===== src/rtl/ps_cfg_pkg.sv =====
package ps_cfg_pkg;

   typedef enum logic [2:0] {
      PSC_OK        = 3'd0,
      PSC_NO_RESET  = 3'd1,
      PSC_NOT_READY = 3'd2,
      PSC_CFG_ERR   = 3'd3,
      PSC_NO_DONE   = 3'd4,
      PSC_PARTIAL   = 3'd5
   } psc_err_e;

   typedef enum logic [2:0] {
      S_IDLE,
      S_HOLD,
      S_POLL,
      S_SETTLE,
      S_STREAM,
      S_FINAL,
      S_TRAIL
   } psc_state_e;

   function automatic int unsigned psc_ceil_div(int unsigned a, int unsigned b);
      return (a + b - 1) / b;
   endfunction

   function automatic int unsigned psc_max(int unsigned a, int unsigned b);
      return (a > b) ? a : b;
   endfunction

endpackage


===== src/rtl/ps_cfg_timer.sv =====
module ps_cfg_timer #(
   parameter int unsigned CNT_W = 8
) (
   input  logic             clk,
   input  logic             rst_n,
   input  logic             load,
   input  logic [CNT_W-1:0] load_val,
   output logic             expired
);

   logic [CNT_W-1:0] cnt_q;

   always_ff @(posedge clk or negedge rst_n) begin
      if (!rst_n)             cnt_q <= '0;
      else if (load)          cnt_q <= load_val;
      else if (cnt_q != '0)   cnt_q <= cnt_q - 1'b1;
   end

   assign expired = (cnt_q == '0);

endmodule


===== src/rtl/ps_cfg_shifter.sv =====
module ps_cfg_shifter #(
   parameter int unsigned SCLK_DIV = 4,
   parameter int unsigned BYTE_W   = 8
) (
   input  logic              clk,
   input  logic              rst_n,
   input  logic              load,
   input  logic [BYTE_W-1:0] load_byte,
   input  logic              msb_first,
   output logic              busy,
   output logic              sclk,
   output logic              sdata
);

   localparam int unsigned DIV_W = (SCLK_DIV > 1) ? $clog2(SCLK_DIV) : 1;
   localparam int unsigned BIT_W = (BYTE_W > 1) ? $clog2(BYTE_W) : 1;
   localparam logic [DIV_W-1:0] DIV_END = DIV_W'(SCLK_DIV - 1);
   localparam logic [BIT_W-1:0] BIT_END = BIT_W'(BYTE_W - 1);

   if (SCLK_DIV < 1) begin : g_bad_div
      $error("ps_cfg_shifter: SCLK_DIV must be at least 1");
   end

   logic [BYTE_W-1:0] rev_byte;
   for (genvar i = 0; i < BYTE_W; i++) begin : g_rev
      assign rev_byte[i] = load_byte[BYTE_W-1-i];
   end

   logic [BYTE_W-1:0] sh_q;
   logic [DIV_W-1:0]  div_q;
   logic [BIT_W-1:0]  bit_q;
   logic              busy_q;
   logic              sclk_q;

   always_ff @(posedge clk or negedge rst_n) begin
      if (!rst_n) begin
         sh_q   <= '0;
         div_q  <= '0;
         bit_q  <= '0;
         busy_q <= 1'b0;
         sclk_q <= 1'b0;
      end else if (load) begin
         sh_q   <= msb_first ? rev_byte : load_byte;
         div_q  <= '0;
         bit_q  <= '0;
         busy_q <= 1'b1;
         sclk_q <= 1'b0;
      end else if (busy_q) begin
         if (div_q == DIV_END) begin
            div_q <= '0;
            if (!sclk_q) begin
               sclk_q <= 1'b1;
            end else begin
               sclk_q <= 1'b0;
               if (bit_q == BIT_END) begin
                  busy_q <= 1'b0;
               end else begin
                  bit_q <= bit_q + 1'b1;
                  sh_q  <= sh_q >> 1;
               end
            end
         end else begin
            div_q <= div_q + 1'b1;
         end
      end
   end

   assign busy  = busy_q;
   assign sclk  = sclk_q;
   assign sdata = busy_q & sh_q[0];

endmodule


===== src/rtl/ps_cfg_master.sv =====
module ps_cfg_master
   import ps_cfg_pkg::*;
#(
   parameter int unsigned CLK_FREQ_HZ   = 50_000_000,
   parameter int unsigned SCLK_DIV      = 4,
   parameter bit          USE_CONF_DONE = 1'b1,
   parameter int unsigned T_CFG_US      = 2,
   parameter int unsigned POLL_US       = 268,
   parameter int unsigned WIN0_US       = 1506,
   parameter int unsigned WIN1_US       = 3000,
   parameter int unsigned SETTLE0_US    = 2,
   parameter int unsigned SETTLE1_US    = 10
) (
   input  logic       clk,
   input  logic       rst_n,
   input  logic       start,
   input  logic       partial_req,
   input  logic       lsb_first,
   input  logic       profile_sel,
   output logic       cfg_n,
   input  logic       status_n,
   input  logic       conf_done,
   input  logic [7:0] s_data,
   input  logic       s_valid,
   input  logic       s_last,
   output logic       s_ready,
   output logic       sclk,
   output logic       sdata,
   output logic       busy,
   output logic       done,
   output logic [2:0] err_code
);

   localparam int unsigned CYC_US    = CLK_FREQ_HZ / 1_000_000;
   localparam int unsigned T_CFG_C   = T_CFG_US * CYC_US;
   localparam int unsigned POLL_C    = POLL_US * CYC_US;
   localparam int unsigned SETTLE0_C = SETTLE0_US * CYC_US;
   localparam int unsigned SETTLE1_C = SETTLE1_US * CYC_US;
   localparam int unsigned NPOLL0    = psc_ceil_div(WIN0_US, POLL_US);
   localparam int unsigned NPOLL1    = psc_ceil_div(WIN1_US, POLL_US);
   localparam int unsigned TMR_MAX   = psc_max(psc_max(T_CFG_C, POLL_C),
                                               psc_max(SETTLE0_C, SETTLE1_C));
   localparam int unsigned TMR_W     = $clog2(TMR_MAX + 1);
   localparam int unsigned PC_W      = $clog2(psc_max(NPOLL0, NPOLL1) + 1);

   localparam logic [TMR_W-1:0] TV_CFG  = TMR_W'(T_CFG_C - 1);
   localparam logic [TMR_W-1:0] TV_POLL = TMR_W'(POLL_C - 1);
   localparam logic [TMR_W-1:0] TV_SET0 = TMR_W'(SETTLE0_C - 1);
   localparam logic [TMR_W-1:0] TV_SET1 = TMR_W'(SETTLE1_C - 1);
   localparam logic [PC_W-1:0]  PC_END0 = PC_W'(NPOLL0 - 1);
   localparam logic [PC_W-1:0]  PC_END1 = PC_W'(NPOLL1 - 1);

   if (CYC_US < 1) begin : g_bad_freq
      $error("ps_cfg_master: CLK_FREQ_HZ must be at least 1 MHz");
   end
   if (T_CFG_US == 0 || POLL_US == 0 || SETTLE0_US == 0 || SETTLE1_US == 0) begin : g_bad_time
      $error("ps_cfg_master: every timing parameter must be nonzero");
   end
   if (WIN0_US == 0 || WIN1_US == 0) begin : g_bad_win
      $error("ps_cfg_master: status windows must be nonzero");
   end

   logic cd_ok;
   if (USE_CONF_DONE) begin : g_cd_on
      assign cd_ok = conf_done;
   end else begin : g_cd_off
      assign cd_ok = 1'b1;
   end

   psc_state_e       st_q, st_d;
   psc_err_e         err_q, err_d;
   logic             done_q, done_d;
   logic             cfg_q, cfg_d;
   logic [PC_W-1:0]  pc_q, pc_d;
   logic             last_q, last_d;
   logic             prof_q, prof_d;
   logic             lsbf_q, lsbf_d;

   logic             tmr_load;
   logic [TMR_W-1:0] tmr_val;
   logic             tmr_exp;
   logic             sh_load;
   logic [7:0]       sh_byte;
   logic             sh_busy;
   logic             take;

   ps_cfg_timer #(.CNT_W(TMR_W)) u_timer (
      .clk      (clk),
      .rst_n    (rst_n),
      .load     (tmr_load),
      .load_val (tmr_val),
      .expired  (tmr_exp)
   );

   ps_cfg_shifter #(.SCLK_DIV(SCLK_DIV), .BYTE_W(8)) u_shift (
      .clk       (clk),
      .rst_n     (rst_n),
      .load      (sh_load),
      .load_byte (sh_byte),
      .msb_first (lsbf_q),
      .busy      (sh_busy),
      .sclk      (sclk),
      .sdata     (sdata)
   );

   assign s_ready = (st_q == S_STREAM) && !last_q && !sh_busy;
   assign take    = s_ready && s_valid;

   always_comb begin
      st_d     = st_q;
      err_d    = err_q;
      done_d   = done_q;
      cfg_d    = cfg_q;
      pc_d     = pc_q;
      last_d   = last_q;
      prof_d   = prof_q;
      lsbf_d   = lsbf_q;
      tmr_load = 1'b0;
      tmr_val  = TV_POLL;
      sh_load  = 1'b0;
      sh_byte  = s_data;
      unique case (st_q)
         S_IDLE: begin
            if (start) begin
               done_d = 1'b0;
               if (partial_req) begin
                  err_d = PSC_PARTIAL;
               end else begin
                  err_d    = PSC_OK;
                  cfg_d    = 1'b0;
                  prof_d   = profile_sel;
                  lsbf_d   = lsb_first;
                  tmr_load = 1'b1;
                  tmr_val  = TV_CFG;
                  st_d     = S_HOLD;
               end
            end
         end
         S_HOLD: begin
            if (tmr_exp) begin
               cfg_d = 1'b1;
               if (status_n) begin
                  err_d = PSC_NO_RESET;
                  st_d  = S_IDLE;
               end else begin
                  pc_d     = '0;
                  tmr_load = 1'b1;
                  tmr_val  = TV_POLL;
                  st_d     = S_POLL;
               end
            end
         end
         S_POLL: begin
            if (tmr_exp) begin
               if (status_n) begin
                  tmr_load = 1'b1;
                  tmr_val  = prof_q ? TV_SET1 : TV_SET0;
                  st_d     = S_SETTLE;
               end else if (pc_q == (prof_q ? PC_END1 : PC_END0)) begin
                  err_d = PSC_NOT_READY;
                  st_d  = S_IDLE;
               end else begin
                  pc_d     = pc_q + 1'b1;
                  tmr_load = 1'b1;
                  tmr_val  = TV_POLL;
               end
            end
         end
         S_SETTLE: begin
            if (tmr_exp) begin
               last_d = 1'b0;
               st_d   = S_STREAM;
            end
         end
         S_STREAM: begin
            if (last_q) begin
               if (!sh_busy) st_d = S_FINAL;
            end else if (take) begin
               sh_load = 1'b1;
               last_d  = s_last;
            end
         end
         S_FINAL: begin
            if (!status_n) begin
               err_d = PSC_CFG_ERR;
               st_d  = S_IDLE;
            end else if (!cd_ok) begin
               err_d = PSC_NO_DONE;
               st_d  = S_IDLE;
            end else begin
               sh_load = 1'b1;
               sh_byte = 8'h00;
               st_d    = S_TRAIL;
            end
         end
         S_TRAIL: begin
            if (!sh_busy) begin
               done_d = 1'b1;
               st_d   = S_IDLE;
            end
         end
         default: st_d = S_IDLE;
      endcase
   end

   always_ff @(posedge clk or negedge rst_n) begin
      if (!rst_n) begin
         st_q   <= S_IDLE;
         err_q  <= PSC_OK;
         done_q <= 1'b0;
         cfg_q  <= 1'b1;
         pc_q   <= '0;
         last_q <= 1'b0;
         prof_q <= 1'b0;
         lsbf_q <= 1'b0;
      end else begin
         st_q   <= st_d;
         err_q  <= err_d;
         done_q <= done_d;
         cfg_q  <= cfg_d;
         pc_q   <= pc_d;
         last_q <= last_d;
         prof_q <= prof_d;
         lsbf_q <= lsbf_d;
      end
   end

   assign cfg_n    = cfg_q;
   assign busy     = (st_q != S_IDLE);
   assign done     = done_q;
   assign err_code = err_q;

endmodule


===== config.mk =====
export PLATFORM = sky130hd
export DESIGN_NAME = ps_cfg_master
export DESIGN_NICKNAME = d
export VERILOG_FILES = /design/src/rtl/ps_cfg_pkg.sv /design/src/rtl/ps_cfg_timer.sv /design/src/rtl/ps_cfg_shifter.sv /design/src/rtl/ps_cfg_master.sv
export SDC_FILE = /design/constraint.sdc
export NUM_CORES = 1
export LEC_CHECK = 0
export BUFFER_PORTS_ARGS = -buffer_cell sky130_fd_sc_hd__buf_2
export CAP_MARGIN = 20
export CORE_MARGIN = 8
export CORE_UTILIZATION = 63
export DETAILED_ROUTE_END_ITERATION = 7
export PLACE_DENSITY = 0.82
export SYNTH_ARGS = -nofsm -noshare
export SYNTH_HDL_FRONTEND = slang
export SYNTH_SLANG_ARGS = --single-unit

===== constraint.sdc =====
create_clock -name clk -period 2.9 [get_ports clk]
set_input_delay 0.58 -clock clk [delete_from_list [all_inputs] [get_ports clk]]
set_output_delay 0.58 -clock clk [all_outputs]
set_load 0.02 [all_outputs]

Yosys cells after proc, flatten, opt, wreduce, memory -nomap -nowiden
Cells that the tools add are included.
- latch bits: 0
- word-level logic and storage cells: 161
- memory bits (writable): 0
- register bits: 44
- ROM bits: 0
- bits of input ports: 18
- memories kept: 0
- bitwise gates (word level): 2
- add/sub/neg operators: 4
- eq/ne operators: 25
- multiply operators: 0
- reductions and logical operators: 27
- shift-type cells: 0
- divide/modulo/power cells: 0
- muxes and demuxes: 89
- order comparisons: 0
- operator list (kind ; number):
    two-way mux 14 bit ; 6
    two-way mux 3 bit ; 26
    two-way mux 8 bit ; 9
    two-way mux 1 bit ; 28
    != test 2 bit, second input constant ; 14
    one-hot mux 14 bit (2 select lines) ; 1
    two-way mux 4 bit ; 6
    one-hot mux 3 bit (7 select lines) ; 1
    nonzero test 2 bit ; 8
    zero test 14 bit ; 1
    nonzero test 14 bit ; 1
    subtractor 14 x 1 -> 14 bit, second input constant ; 1
    equality test 3 bit, second input constant ; 4
    one-hot mux 3 bit (4 select lines) ; 1
    two-way mux 9 bit ; 1
    AND reduction 9 bit ; 1
    two-way mux 2 bit ; 4
    one-hot mux 1 bit (2 select lines) ; 4
    one-hot mux 4 bit (2 select lines) ; 1
    AND reduction 4 bit ; 2
    AND reduction 8 bit ; 1
    equality test 3 x 2 -> 1 bit, second input constant ; 2
    != test 3 bit, second input constant ; 2
    AND reduction 3 bit ; 2
    other kinds (16) ; 20

Logic depth before layout (Yosys ltp)
Gate-level depths: netlist of run 1.
- word-level depth: 9
- mapped depth: 7
- gate-level depth less buffers: 7

Modules after synthesis
A second synthesis of run 1 with hierarchy kept.
- cells, all modules: 270
- area total of the unflattened synthesis: 2735.1 µm²
- by module, submodules not included (module ; area each (µm²) ; instances ; cells each):
    ps_cfg_master ; 1118.6 ; 1 ; 121
    ps_cfg_timer ; 828.3 ; 1 ; 85
    ps_cfg_shifter ; 788.3 ; 1 ; 64

Least setup slack after synthesis of run 1
No wires, ideal clock.
- path type: flip-flop to flip-flop
- start: register prof_q
- end: register err_q[0], in the netlist err_code[0]
- path buffers: 0
- arrival time: 1874 ps
- cell stages (with the launch flop): 6
- setup slack: 899 ps
- cells stage by stage: dfrtp_1 > or4b_4 > a21boi_4 > nand3_2 > a211oi_2 > mux2_1
- word-level cells in the longest chain between the ends: 4
- ends and longest elaborated chain (item ; line ; RTL):
    from (decl) ; ps_cfg_master.sv:76 ; logic prof_q, prof_d;
    from (signal assigned) ; ps_cfg_master.sv:223 ; prof_q <= prof_d;
    two-way mux 4 bit ; ps_cfg_master.sv:159 ; end else if (pc_q == (prof_q ? PC_END1 : PC_END0)) begin
    equality test 4 bit ; ps_cfg_master.sv:159 ;
    != test 2 bit (no line) ; - ;
    AND reduction 8 bit (no line) ; - ;
    to (signal assigned) ; ps_cfg_master.sv:218 ; err_q <= err_d;
    to (decl) ; ps_cfg_master.sv:71 ; psc_err_e err_q, err_d;
Every way passes these cells.
A chain may end at the register's enable or synchronous reset.

Final worst setup path of run 1
- start: register st_q[1]
- end: output port s_ready
- word-level cells in the longest chain between the ends: 3
- ends and longest elaborated chain (item ; line ; RTL):
    from (decl) ; ps_cfg_master.sv:70 ; psc_state_e st_q, st_d;
    from (signal assigned) ; ps_cfg_master.sv:217 ; st_q <= st_d;
    equality test 3 bit ; ps_cfg_master.sv:106 ; assign s_ready = (st_q == S_STREAM) && !last_q && !sh_busy;
    logical AND 1 bit (2 in a row) ; ps_cfg_master.sv:106 ;
    to (decl) ; ps_cfg_master.sv:26 ; output logic s_ready,
Every way passes these cells.

==> results of run 1 <==
[final timing paths]
kind	to	slack (ns)	cells after the start
max in group asynchronous	u_shift.sh_q[3]	1.89	1
setup / recovery	s_ready	0.70	3
min in group clk	prof_q	0.47	3
setup reg to reg	err_code[0]	0.73	5
hold reg to reg	err_code[1]	0.50	1
hold / removal	u_timer.cnt_q[2]	0.42	1
[per-stage QoR]
step	instances	setup WS [ns]	utilization, %
global placement	356	0.8103	69.88
floorplan	290	0.8989	-
CTS	364	0.7025	72.64
global route	364	0.5590	72.64
detailed placement	356	0.7648	69.88
finish	364	0.6953	72.64
[cell usage in the layout (no fill, tap or decap), types with 3 or more instances in the layout]
master and instances:
or3_1 4, nor4_1 4, a21o_1 3, a21oi_1 15, buf_4 4, nor2_1 30
nand2_1 24, inv_1 8, xor2_1 6, ha_1 6, nor2b_1 10, o31ai_1 5
nand4_1 3, and2_1 3, a211oi_1 17, nand3_1 9, mux2i_1 15, o21ai_0 19
buf_2 26, nand2b_1 7, nor3_1 6, clkbuf_8 5, dfrtp_1 43
[flip-flops by register name, indices dropped and copies added (netlist names)]
name and flops:
u_shift.div_q 2, st_q 3, u_shift.sclk 1, done 1, prof_q 1, u_timer.cnt_q 14
lsbf_q 1, cfg_n 1, u_shift.sh_q 8, u_shift.busy 1, err_code 3, pc_q 4
u_shift.bit_q 3, last_q 1
[kinds of logic (layout without fill, tap and decap cells)]
| logic type | Yosys count | after routing |
|---|---|---|
| simple gates | 114 | 114 |
| flops | 44 | 44 |
| xor+xnor | 8 | 8 |
| mux | 19 | 19 |
| fa+ha+maj | 6 | 6 |
| compound gates | 77 | 77 |
| buf+inv | 22 | 46 |
[worst max-delay path: stages (launching register included)]
cell     delay, ns
dfrtp_1       0.60
nor2_1        0.28
and3_1        0.26
buf_2         0.20
[cell type report]
| class | count | area (um2) | area share (%) |
|---|---|---|---|
| clock buffers | 5 | 68.82 | 2.351 |
| clock inverters | 3 | 42.54 | 1.454 |
| inverters | 8 | 30.03 | 1.026 |
| multi-input cells | 224 | 1460 | 49.89 |
| flip-flops and latches | 44 | 1102 | 37.67 |
| well taps | 50 | 62.56 | 2.138 |
| repair buffers | 30 | 160.2 | 5.472 |
[report_power, final]
| group | switching (uW) | total [uW] | internal, uW |
|---|---|---|---|
| Combinational | 625 | 1120 | 498 |
| Clock | 206 | 461 | 255 |
| Sequential | 317 | 1170 | 850 |
[metal layers]
layer | routed length [um] | track usage, %
met3 | 324 | 4.194
met2 | 2721 | 30.07
met4 | 83 | 7.321
met5 | 0 | 0
met1 | 2713 | 24.75
==> results.json, run 1 <==
{
  "p_leak_uw": 0.001289,
  "cts_tree": "yes",
  "synth_edf_count": 0,
  "timing.rr.start": "u_timer.cnt_q[11]",
  "dr.pass1.iters": 4,
  "grt_pass1_vias": 2130,
  "period_share_pct": 76.02,
  "yosysSeqAreaShare_pct": 41.28,
  "drv_cap": 0,
  "synth_compound_area_share_pct": 19.54,
  "synth_xor_area_share_pct": 2.624,
  "clock_sinks": 44,
  "grt_antenna_before_repair": 0,
  "fin_tns_setup_ns": 0,
  "via_count": 2222,
  "flow.area_growth_from_synthesis_pct": 9.606,
  "route.detailed.drc": 0,
  "clk_pin_slew_worst_paths_ns": 0.08,
  "rsz0062_at_grt": "no",
  "routabilityCongestion": 0.9225,
  "h-tree-depth": 2,
  "worstPathArrival_ns": 1.62,
  "fillers": 311,
  "synthMuxAreaShare_pct": 7.310,
  "finalPower_uw": 2750,
  "grt_util_all_layers_pct": 18.97,
  "ys_warn_count": 0,
  "vias_per_cell": 6.104,
  "drive_gt1_share_pct": 15.92,
  "core-area_um2": 4029,
  "synthArstFlopShare_pct": 100.0,
  "critical_path_required_ns": 2.32,
  "synth_top_family_by_area": "simple AND/OR/NAND/NOR gates",
  "fmax_mhz": 453.6,
  "outcome": "complete, no violations",
  "ys_ff_latch": 44,
  "io_buffer_count": 26,
  "end_kind": "output pin",
  "setup_violations": 0,
  "syn_area_um2": 2670,
  "yosysMostFrequentCell": "dfrtp_1",
  "crit_type": "reg -> out",
  "synth_top_area_share_pct": 40.30,
  "io_pins": 27,
  "startpoint": "st_q[1]",
  "holdWs_ns": 0.4226,
  "wirelength_um": 5843,
  "synth_commonest_cells": "dfrtp_1, nor2_1, nand2_1, o21ai_0, a211oi_1",
  "max_slew_margin_pct": 37.47,
  "stdcell_area_um2": 2927,
  "finalHoldViolCount": 0,
  "clock_skew_ns": 0.005675,
  "globalRouteOverflowTotal": 0,
  "cts_hold_buf": 0,
  "crit_fanout": 22,
  "postCtsResizedCells": 0,
  "postCtsSetupBuffers": 0,
  "min_period_ns": 2.205,
  "vdd.ir_drop.worst_mv": 0.5838,
  "diodes": 0,
  "synth_top_cells_by_area": "dfrtp_1, mux2i_1, a211oi_1",
  "ys.flop_type": "dfrtp_1",
  "drtIter0Drc": 92,
  "synthCells": 290,
  "yosysUniqueCellTypes": 55,
  "synth_adder_area_share_pct": 2.812,
  "ctsLongestPathBuffers": 2,
  "worst_pin_slew_ns": 0.9379,
  "dpl.hpwl_um": 4261,
  "synth_fp_nets": 314,
  "grt_pass1_wl_um": 9908,
  "initial_utilization_pct": 66.27,
  "worstSkewPairLatency_ns": 0.29,
  "fin_nets": 337,
  "avgSynthCellArea_um2": 9.207,
  "synth_top_area_cell": "dfrtp_1",
  "dieArea_um2": 6577,
  "cts_root_buf": "clkbuf_8",
  "powerDensity_nw_per_um2": 939.7,
  "hp-class": "in -> async",
  "yosys.area_share.simple_pct": 22.40,
  "antenna_left": 0,
  "die_width_um": 81.10,
  "report.final.slew_viol_count": 0,
  "cts_buffers": 5,
  "cp-start-kind": "flop",
  "dpl_cell_area_um2": 2815,
  "wl_per_cell_um": 16.05,
  "fp.dieH_um": 81.10,
  "grt_max_degree": 45,
  "rows": 23
}
(Power assumes the default switching activity.)
==> run 2, diff against run 1 <==
--- a/config.mk
+++ b/config.mk
@@ -8,9 +8,9 @@
 export BUFFER_PORTS_ARGS = -buffer_cell sky130_fd_sc_hd__buf_2
 export CAP_MARGIN = 20
 export CORE_MARGIN = 8
-export CORE_UTILIZATION = 63
+export CORE_UTILIZATION = 59
 export DETAILED_ROUTE_END_ITERATION = 7
-export PLACE_DENSITY = 0.82
+export PLACE_DENSITY = 0.78
 export SYNTH_ARGS = -nofsm -noshare
 export SYNTH_HDL_FRONTEND = slang
 export SYNTH_SLANG_ARGS = --single-unit
==> constraint.sdc (replaced) <==
create_clock -name clk -period 2.2 [get_ports clk]
set_input_delay 0.44 -clock clk [delete_from_list [all_inputs] [get_ports clk]]
set_output_delay 0.44 -clock clk [all_outputs]
set_load 0.02 [all_outputs]
==> run 2 against run 1 <==
Count of clock-buffer cells in the layout is 2 higher. Cell count is 4.4% higher. Clock power is 47% higher. Power is 38% higher. Sequential share of layout area is 1.5 points lower. Register-to-register slack worse by 0.64 ns. Combinational power is 45% higher. Wire length is 5.4% higher. Global-route usage is 1.6 points lower. Non-clock buffer count is 14 higher. Clock skew hardly changed. Die area is 5.4% higher. Largest cell class unchanged.
==> results.json, run 2 (synthesis gave the netlist of run 1 again) <==
{
  "switchingPower_uw": 1535,
  "largest_register_ffs": 14,
  "grt_pass1_vias": 2185,
  "routabilityCongestion": 0.8454,
  "antenna_left": 0,
  "h-tree-depth": 2,
  "cp-start-kind": "flop",
  "fillers": 359,
  "finalPower_uw": 3792,
  "max_slew_margin_pct": 63.66,
  "worst_pin_slew_ns": 0.5451,
  "initial_utilization_pct": 61.32,
  "p_sw_share_pct": 40.47,
  "clock_skew_ns": 0.005389,
  "report.final.slew_viol_count": 0,
  "p_leak_uw": 0.001367,
  "startpoint": "pc_q[1]",
  "globalRouteOverflowTotal": 0,
  "dieArea_um2": 6934,
  "drv_cap": 0,
  "most-common-layout-cells": "dfrtp_1, nor2_1, buf_2",
  "core-area_um2": 4354,
  "io_buffer_count": 26,
  "critical_path_required_ns": 2.38,
  "ctsLongestPathBuffers": 2,
  "grt_antenna_before_repair": 0,
  "fmax_mhz": 475.0,
  "p_clk_share_pct": 17.9,
  "dpl.hpwl_um": 4505,
  "top_regs": "u_timer.cnt_q x14, u_shift.sh_q x8, pc_q x4",
  "route.detailed.drc": 0,
  "finalHoldViolCount": 0,
  "cts_tree": "yes",
  "outcome": "complete, no violations",
  "rr_worst_depth": 5,
  "stdcell_count": 380,
  "cts_buffers": 5,
  "powerDensity_nw_per_um2": 1244,
  "ff2ff_setup_slack_ns": 0.09,
  "via_count": 2331,
  "fp.dieH_um": 83.27,
  "end_kind": "flop",
  "placed_cells": 372,
  "diodes": 0,
  "clk_pin_slew_worst_paths_ns": 0.08,
  "comb_power_share_pct": 42.6,
  "drtIter0Drc": 141,
  "cts_root_buf": "clkbuf_8",
  "finalCoreUtilization_pct": 70.03,
  "rows": 24,
  "crit_fanout": 5,
  "top_register": "u_timer.cnt_q",
  "worstSkewPairLatency_ns": 0.30,
  "flow.area_growth_from_synthesis_pct": 14.20,
  "cts_hold_buf": 0,
  "worstPathArrival_ns": 2.29,
  "hp-class": "in -> async",
  "crit_type": "reg -> reg",
  "wl_per_cell_um": 16.21,
  "io_pins": 27,
  "postCtsResizedCells": 0,
  "setup_violations": 0,
  "die_width_um": 83.27,
  "drive_gt1_share_pct": 19.51,
  "fin_tns_setup_ns": 0,
  "grt_util_all_layers_pct": 17.34,
  "vias_per_cell": 6.134,
  "grt_pass1_wl_um": 10180,
  "power_frac_seq_pct": 39.5,
  "holdWs_ns": 0.2018,
  "final_common_cell": "dfrtp_1",
  "vdd.ir_drop.worst_mv": 0.6335,
  "wirelength_um": 6161,
  "rsz0062_at_grt": "no",
  "dr.pass1.iters": 4,
  "clock_sinks": 44,
  "r2r_end": "err_code[1]",
  "grt_max_degree": 45,
  "postCtsSetupBuffers": 0,
  "min_period_ns": 2.105,
  "period_share_pct": 95.69,
  "timing.rr.start": "pc_q[1]",
  "fin_nets": 351,
  "p_int_uw": 2258
}
-- run 2: worst max-delay path by stage --
stage	end	slack, ns
floorplan	err_code[0]	0.20
global placement	err_code[0]	0.14
detailed placement	err_code[0]	0.1
CTS	err_code[0]	0.09
global route	err_code[1]	0.02
finish	err_code[1]	0.09
-- run 2: metrics by stage --
step                      setup slack, ns  instance area (um2)
after floorplan                    0.1989                 2670
after global placement             0.1415                 2923
after detailed placement          0.09947                 2923
after CTS                         0.09214                 3049
after global routing              0.01682                 3049
final                             0.09473                 3049
-- run 2: metal layers --
layer / track usage, % / share of wire (%) / up-vias
met5: 0 / 0 / -
met4: 5.751 / 1.2 / 0
met3: 4.883 / 6.9 / 7
met2: 27.86 / 46 / 67
met1: 21.73 / 46 / 1120
li1: - / - / 1137
-- run 2: power by group through the flow --
stage / combinational, uW / clock (uW) / sequential [uW]
2_1_floorplan: 1240 / 0 / 1390
3_3_place_gp: 1570 / 0 / 1480
3_5_place_dp: 1610 / 0 / 1500
4_1_cts: 1620 / 686 / 1490
5_1_grt: 1820 / 720 / 1550
6_report: 1620 / 679 / 1500
-- run 2: worst max-delay path, cell delays in order (launching register included) --
cell	delay, ns
dfrtp_1	0.43
or4b_4	0.55
a21boi_4	0.21
nand3_2	0.09
a211oi_2	0.35
mux2_1	0.36
-- run 2: cell type report --
cell class,instances,area (um2),share of cell area [%]
Tap cell,52,65.06,2.134
Timing Repair Buffer,44,265.3,8.699
Clock buffer,7,96.34,3.160
Inverter,8,30.03,0.9848
Sequential cell,44,1102,36.15
Multi-Input combinational cell,224,1460,47.89
Clock inverter,1,30.03,0.9848
==> run 3, diff against run 2 <==
--- a/config.mk
+++ b/config.mk
@@ -7,6 +7,7 @@
 export LEC_CHECK = 0
 export BUFFER_PORTS_ARGS = -buffer_cell sky130_fd_sc_hd__buf_2
 export CAP_MARGIN = 20
+export CORE_ASPECT_RATIO = 1.2
 export CORE_MARGIN = 8
 export CORE_UTILIZATION = 59
 export DETAILED_ROUTE_END_ITERATION = 7
==> run 3 against run 2 <==
Clock skew is 0.0016 ns higher. Clock power fell by 11%. Via count grew 0.90%. Cell count is 2.1% higher. Die area increased by 0.13%. Largest cell class unchanged. Largest power group unchanged. Highest routed layer unchanged.
==> results.json, run 3 (synthesis gave the netlist of run 1 again) <==
{
  "report.final.slew_viol_count": 0,
  "period_share_pct": 96.15,
  "rows": 27,
  "clock_skew_ns": 0.006955,
  "r2r_end": "err_code[1]",
  "top_regs": "u_timer.cnt_q x14, u_shift.sh_q x8, pc_q x4",
  "initial_utilization_pct": 59.88,
  "hp-class": "in -> async",
  "crit_type": "reg -> reg",
  "dpl.hpwl_um": 4533,
  "met3_usage_pct": 5.179,
  "end_kind": "flop",
  "worstSkewPairLatency_ns": 0.30,
  "drive_gt1_share_pct": 20.30,
  "critical_path_required_ns": 2.37,
  "setup_violations": 0,
  "grt_pass1_vias": 2311,
  "clk_pin_slew_worst_paths_ns": 0.08,
  "final_common_cell": "dfrtp_1",
  "met1_usage_pct": 20.77,
  "min_period_ns": 2.115,
  "grt-busiest-layer": "met2",
  "wirelength_um": 6197,
  "io_buffer_count": 26,
  "cts_hold_buf": 0,
  "wl_per_cell_um": 15.97,
  "ff2ff_setup_slack_ns": 0.08,
  "core-area_um2": 4459,
  "finalPower_uw": 3771,
  "timing.rr.start": "pc_q[1]",
  "fmax_mhz": 472.7,
  "dieArea_um2": 6943,
  "dr.pass1.iters": 4,
  "postCtsSetupBuffers": 0,
  "grt_antenna_before_repair": 0,
  "vdd.ir_drop.worst_mv": 0.6390,
  "holdWs_ns": 0.1553,
  "placed_cells": 380,
  "grt_util_all_layers_pct": 18.57,
  "crit_fanout": 5,
  "most-common-layout-cells": "dfrtp_1, nor2_1, buf_2",
  "routabilityCongestion": 0.8941,
  "largest_register_ffs": 14,
  "cts_buffers": 5,
  "fp.dieH_um": 89.69,
  "antenna_left": 0,
  "drtIter0Drc": 106,
  "drv_cap": 0,
  "worstPathArrival_ns": 2.29,
  "top_register": "u_timer.cnt_q",
  "worst_pin_slew_ns": 0.6372,
  "grt_max_degree": 30,
  "stdcell_count": 388,
  "cts_root_buf": "clkbuf_8",
  "cts_tree": "yes",
  "via_count": 2352,
  "p_leak_uw": 0.001369,
  "diodes": 0,
  "clock_sinks": 44,
  "fin_nets": 353,
  "route.detailed.drc": 0,
  "finalHoldViolCount": 0,
  "vias_per_cell": 6.062,
  "io_pins": 27,
  "powerDensity_nw_per_um2": 1229,
  "grt_pass1_wl_um": 10410,
  "cp-start-kind": "flop",
  "rr_worst_depth": 5,
  "flow.area_growth_from_synthesis_pct": 14.90,
  "h-tree-depth": 2,
  "met2_usage_pct": 32.59,
  "max_slew_margin_pct": 57.52,
  "ctsLongestPathBuffers": 2,
  "outcome": "complete, no violations",
  "globalRouteOverflowTotal": 0,
  "die_width_um": 77.41
}
[run 3: worst max-delay path by stage]
stage | startpoint | end | slack, ns | depth (start not counted)
floorplan | prof_q | err_code[0] | 0.20 | 5
global placement | pc_q[1] | err_code[0] | 0.15 | 5
detailed placement | pc_q[1] | err_code[1] | 0.11 | 5
CTS | pc_q[1] | err_code[1] | 0.07 | 5
global route | u_timer.cnt_q[11] | err_code[1] | -0.02 | 5
finish | pc_q[1] | err_code[1] | 0.08 | 5
[run 3: stage by stage]
step | instance area, um2 | util [%] | setup WS [ns] | TNS [ns]
2_1_floorplan | 2670 | - | 0.1989 | 0
3_3_place_gp | 2945 | 66.05 | 0.1489 | 0
3_5_place_dp | 2945 | 66.05 | 0.1054 | 0
4_1_cts | 3053 | 68.46 | 0.07459 | 0
5_1_grt | 3068 | 68.80 | -0.02017 | -0.02500
6_report | 3068 | 68.80 | 0.08465 | 0
[run 3: timing repair]
item                                    4_1_cts  5_1_grt
hold endpoints to repair                      0        0
endpoints found under the setup margin        0        3
gates resized for setup                       0        3
[run 3: final cells by class]
type,count,area [um2]
multi-input combinational,224,1474
tap,58,72.57
timing repair buffer,46,280.3
inverter,8,30.03
sequential,44,1104
clock buffer,6,72.57
fill,372,1391
clock inverter,2,35.03
[run 3: power by group]
group | switching [uW] | internal, uW | leakage, uW | total [uW]
clock | 265 | 337 | 0.0000552 | 602
combinational | 908 | 749 | 0.000773 | 1660
sequential | 389 | 1120 | 0.000540 | 1510
total | 1560 | 2210 | 0.00137 | 3770
[run 3: metal layers]
metal,share of wire [%],up-vias
met5,0,-
met4,2.0,0
met3,6.8,10
met2,49,72
met1,42,1143
li1,-,1127
[run 3: critical path, stage by stage, from the launching register on]
cell,delay [ns]
dfrtp_1,0.42
or4b_4,0.55
a21boi_4,0.23
nand3_2,0.11
a211oi_4,0.32
mux2_1,0.36
